--- src/rtl/tint_pkg.sv ---
package tint_pkg;
  parameter int unsigned TINT_NUM_CH = 5;
  parameter int unsigned TINT_DATA_W = 32;

  // Readable image of the register: enables low, status above them.
  function automatic logic [TINT_DATA_W-1:0] tint_pack(
    input logic [TINT_NUM_CH-1:0] st,
    input logic [TINT_NUM_CH-1:0] en
  );
    logic [TINT_DATA_W-1:0] img;
    img = '0;
    img[TINT_NUM_CH-1:0] = en;
    img[2*TINT_NUM_CH-1:TINT_NUM_CH] = st;
    return img;
  endfunction
endpackage

--- src/rtl/tint_enable_bank.sv ---
module tint_enable_bank #(
  parameter int unsigned NUM_CH = 5
) (
  input  logic              clk,
  input  logic              rst_n,
  input  logic              wr_en,
  input  logic [NUM_CH-1:0] wr_bits,
  output logic [NUM_CH-1:0] en_q
);
  always_ff @(posedge clk) begin
    if (!rst_n)     en_q <= '0;
    else if (wr_en) en_q <= wr_bits;
  end


  enable_load_chk: assert property (@(posedge clk) disable iff (!rst_n)
    wr_en |=> en_q == $past(wr_bits));


  enable_hold_chk: assert property (@(posedge clk) disable iff (!rst_n)
    !wr_en |=> $stable(en_q));
endmodule

--- src/rtl/tint_status_cell.sv ---
module tint_status_cell (
  input  logic clk,
  input  logic rst_n,
  input  logic expire,
  input  logic clr_req,
  output logic st_q,
  output logic clr_done
);
  logic st_d;

  // A clear only counts when it removes a set flag and no expiry overrides it.
  assign clr_done = clr_req & st_q & ~expire;

  always_comb begin
    st_d = st_q;
    if (expire)       st_d = 1'b1;
    else if (clr_req) st_d = 1'b0;
  end

  always_ff @(posedge clk) begin
    if (!rst_n) st_q <= 1'b0;
    else        st_q <= st_d;
  end


  expire_sets_chk: assert property (@(posedge clk) disable iff (!rst_n)
    expire |=> st_q);


  clear_drops_chk: assert property (@(posedge clk) disable iff (!rst_n)
    (clr_req && !expire) |=> !st_q);


  sticky_hold_chk: assert property (@(posedge clk) disable iff (!rst_n)
    (!clr_req && !expire) |=> $stable(st_q));
endmodule

--- src/rtl/tint_irq_line.sv ---
module tint_irq_line (
  input  logic clk,
  input  logic rst_n,
  input  logic expire,
  input  logic en,
  input  logic clr_done,
  input  logic st_q,
  output logic line_q
);
  logic line_d;

  always_comb begin
    line_d = line_q;
    if (expire && en) line_d = 1'b1;
    else if (clr_done) line_d = 1'b0;
  end

  always_ff @(posedge clk) begin
    if (!rst_n) line_q <= 1'b0;
    else        line_q <= line_d;
  end


  raise_only_on_expiry_chk: assert property (@(posedge clk) disable iff (!rst_n)
    (!line_q && !(expire && en)) |=> !line_q);


  raise_when_enabled_chk: assert property (@(posedge clk) disable iff (!rst_n)
    (expire && en) |=> line_q);


  lower_on_clear_chk: assert property (@(posedge clk) disable iff (!rst_n)
    clr_done |=> !line_q);


  line_needs_status_chk: assert property (@(posedge clk) disable iff (!rst_n)
    line_q |-> st_q);
endmodule

--- src/rtl/tint_ctrl_top.sv ---
module tint_ctrl_top
  import tint_pkg::*;
#(
  parameter int unsigned NUM_CH = TINT_NUM_CH,
  parameter int unsigned DATA_W = TINT_DATA_W
) (
  input  logic              clk,
  input  logic              rst_n,
  input  logic [NUM_CH-1:0] expire_i,
  input  logic              reg_wr_en,
  input  logic [DATA_W-1:0] reg_wr_data,
  output logic [DATA_W-1:0] reg_rd_data,
  output logic [NUM_CH-1:0] irq_o
);
  localparam int unsigned ST_LSB = NUM_CH;
  localparam int unsigned ST_MSB = 2 * NUM_CH - 1;
  localparam int unsigned USED_W = 2 * NUM_CH;

  logic [NUM_CH-1:0] en_q;
  logic [NUM_CH-1:0] st_q;
  logic [NUM_CH-1:0] clr_req;
  logic [NUM_CH-1:0] clr_done;
  logic              unused_hi;

  assign unused_hi = ^reg_wr_data[DATA_W-1:USED_W];
  assign clr_req   = reg_wr_en ? reg_wr_data[ST_MSB:ST_LSB] : '0;

  tint_enable_bank #(.NUM_CH(NUM_CH)) u_en (
    .clk     (clk),
    .rst_n   (rst_n),
    .wr_en   (reg_wr_en),
    .wr_bits (reg_wr_data[NUM_CH-1:0]),
    .en_q    (en_q)
  );

  for (genvar ch = 0; ch < NUM_CH; ch++) begin : g_ch
    tint_status_cell u_st (
      .clk      (clk),
      .rst_n    (rst_n),
      .expire   (expire_i[ch]),
      .clr_req  (clr_req[ch]),
      .st_q     (st_q[ch]),
      .clr_done (clr_done[ch])
    );

    tint_irq_line u_line (
      .clk      (clk),
      .rst_n    (rst_n),
      .expire   (expire_i[ch]),
      .en       (en_q[ch]),
      .clr_done (clr_done[ch]),
      .st_q     (st_q[ch]),
      .line_q   (irq_o[ch])
    );


    expiry_beats_clear_chk: assert property (@(posedge clk) disable iff (!rst_n)
      (expire_i[ch] && clr_req[ch]) |=> (st_q[ch] && (irq_o[ch] || !$past(irq_o[ch]))));
  end

  always_comb begin
    reg_rd_data = '0;
    reg_rd_data[NUM_CH-1:0]     = en_q;
    reg_rd_data[ST_MSB:ST_LSB]  = st_q;
  end


  reset_clear_chk: assert property (@(posedge clk)
    !rst_n |=> (reg_rd_data == '0 && irq_o == '0));
endmodule

--- config.mk ---
export PLATFORM = sky130hd
export DESIGN_NAME = tint_ctrl_top
export DESIGN_NICKNAME = d
export VERILOG_FILES = /design/src/rtl/tint_pkg.sv /design/src/rtl/tint_enable_bank.sv /design/src/rtl/tint_status_cell.sv /design/src/rtl/tint_irq_line.sv /design/src/rtl/tint_ctrl_top.sv
export SDC_FILE = /design/constraint.sdc
export NUM_CORES = 1
export LEC_CHECK = 0
export ABC_AREA = 0
export BUFFER_PORTS_ARGS = -buffer_cell sky130_fd_sc_hd__buf_2
export CAP_MARGIN = 20
export CORE_MARGIN = 1
export CORE_UTILIZATION = 35
export CTS_CLUSTER_DIAMETER = 150
export DETAILED_ROUTE_END_ITERATION = 12
export PLACE_DENSITY = 0.8
export RECOVER_POWER = 100
export SETUP_SLACK_MARGIN = 0.15
export SLEW_MARGIN = 25
export SYNTH_ARGS = -nofsm -noshare
export SYNTH_HDL_FRONTEND = slang
export SYNTH_SLANG_ARGS = --single-unit
--- constraint.sdc ---
create_clock -name clk -period 0.9 [get_ports clk]
set_input_delay 0.045 -clock clk [delete_from_list [all_inputs] [get_ports clk]]
set_output_delay 0.045 -clock clk [all_outputs]
set_load 0.01 [all_outputs]
==> flow_summary.ini <==
[placed_design]
placed_cell_area_um2 = 847
port_buffers = 32
gp_congestion = 0.630
place_hpwl_mm = 1.03
placed_cells = 132
pre_cts_slack_ns = 0.0882

[global_route]
overflow = 0
grt_pass1_wl_mm = 2.46
grt_max_degree = 16
antenna_found_initial = 0
grt_pass1_vias = 592
grt_util_all_layers_pct = 12.7

[logic_synthesis]
ys_warn_count = 0
yosysTopAreaCellShare_pct = 34.6
syn_area_per_cell_um2 = 9.63
ys_seq_elements = 15
yosys.area.top_type = dfxtp_1
synth.yosys.seq_area_share_pct = 34.6
syn_inst = 90
syn_area_um2 = 867
synth.distinct_cells = 12
ys_top_cells_by_area = dfxtp_1 (35%), buf_4 (32%), and4b_1 (5.8%)

[power_and_ir_drop]
p_per_area_mw_per_mm2 = 1360
p_leak_nw = 0.506
peakVddDrop_uv = 810

[floorplanning]
pin_count = 77
core-area_mm2 = 0.00228
start_util_pct = 38.1
dieArea_mm2 = 0.00268
die_h_um = 51.8
chipWidth_um = 51.8
rows = 17

[finish]
area_growth_syn_to_layout_pct = 20.6
nets = 156
drive_above_1_share_pct = 41.7
antenna_cells = 0
finalInstanceArea_mm2 = 0.00105
nFillCells = 240
fin_cells = 143

[timing]
holdWs_ns = 0.0161
rsz0062_at_grt = yes
finalCritPeriodShare_pct = 91.5
finalSetupViolCount = 0
layout_setup_ws_ns = 0.0769
finalMaxSlewViolations = 0
hold_violations = 0
tns_ns = 0
skew_ns = 0.00393
clock.fmax_mhz = 1210
period_needed_ns = 0.823

[worst_setup_path]
slowest_delay_ns = 0.38
arrival_ns = 1.05
worst_path_max_delay_cell = dfxtp_1
cp_max_fo = 3
required_ns = 1.13
critPathLaunchType = flip-flop
cp_cell_sequence = a21boi_0, o21a_1
cp-end-kind = flip-flop
crit_type = reg -> reg

[clock_tree]
clk_pin_slew_ns = 0.09
cts-root-buf = clkbuf_4
clk_latency_ns = 0.28
cts_num_sinks = 15
htree_levels = 1
cts_buffers = 3
cts_tree = yes
clock_path_buffers = 2

[routing]
routed.top_layer = met4
m1WireLength_um = 598
wl_met2_um = 781
routed_wl_mm = 1.53
dr.pass1.iters = 1
initialDrtViolationCount = 0
drtAntennaViolNets = 0
wl_per_cell_um = 10.7
dr_wl_met3_um = 133
route.detailed.drc = 0
viasPerCell = 4.27
num_vias = 610

[flow_run]
maxCapViolations = 0

[run_status]
status = complete, no violations

[min_path]
min_path_type = in -> reg
## layout by cell type (no fill, tap or decap), drive strengths merged
cell type,synthesis,routed
buf,39,32
conb,1,22
dfxtp,15,15
clkbuf,0,8
o21a,5,5
mux2i,5,5
nor2b,5,5
and4b,5,5
a21boi,5,5
a21oi,5,5
nor3b,5,5
dlygate4sd3,0,3
## layout make-up
| type | instances | area [um2] | area share, % |
|---|---|---|---|
| multi-input combinational | 57 | 378 | 36.1 |
| sequential | 15 | 305 | 29.2 |
| timing repair buffer | 39 | 302 | 28.8 |
| tap | 28 | 35.0 | 3.35 |
| clock buffer | 4 | 26.3 | 2.51 |
## state kept, by name (all words and copies together) (netlist names)
register / cells
u_en.en_q: 5
g_ch.u_st.st_q: 5
g_ch.u_line.line_q: 5
## logic make-up after synthesis
family | share of synthesized area (%)
AOI/OAI and AO/OA | 11.5
buffers and inverters | 33.9
DFF | 34.6
muxes | 5.77
other | 0.432
and+or+nand+nor | 13.7
## power by group
part / total [mW] / switching, mW / leakage [nW] / internal [mW]
logic: 0.303 / 0.144 / 0.365 / 0.159
registers: 0.738 / 0.0320 / 0.125 / 0.706
clock network: 0.382 / 0.210 / 0.0150 / 0.172
total: 1.42 / 0.385 / 0.506 / 1.04
## metrics by stage
stage               power [mW]  util (%)
CTS                       1.45      46.4
global route              1.51      46.0
global placement         0.963      37.2
finish                    1.42      46.0
floorplan                 1.00         -
detailed placement       0.973      37.2
## routing by layer
layer | track usage (%) | vias up
met2 | 24.0 | 35
met1 | 12.2 | 277
li1 | - | 296
met5 | 0 | -
met4 | 4.05 | 0
met3 | 5.56 | 2
## cells in the mapped netlist
library cell and count:
dfxtp_1 15, a21boi_0 5, buf_4 37, buf_2 1, conb_1 1, nor3b_1 5, a21oi_1 5, and4b_1 5
mux2i_1 5, o21a_1 5, nor2b_1 5, buf_6 1
## critical path: cells and delay by family (launching register included)
kind            cells  cell delay (ns)
compound gates      2             0.40
flops               1             0.38
## path summary, 6_finish.rpt
kind	startpoint	to	slack [ns]	cells after the start
min reg2reg	g_ch[4].u_line.line_q	g_ch[4].u_line.line_q	0.53	2
max reg2reg	g_ch[0].u_st.st_q	g_ch[0].u_st.st_q	0.08	2
min	expire_i[0]	g_ch[0].u_st.st_q	0.02	2
max	g_ch[0].u_st.st_q	g_ch[0].u_st.st_q	0.08	2
## repair_timing
item | in CTS | in global routing
pin swaps | 9 | 4
setup endpoints to repair | 21 | 26
endpoints found under the hold margin | 3 | 0
buffers inserted | 3 | 1
hold buffers | 3 | 0
resized for setup | 34 | 8
Power figures use the tool's default switching activity.
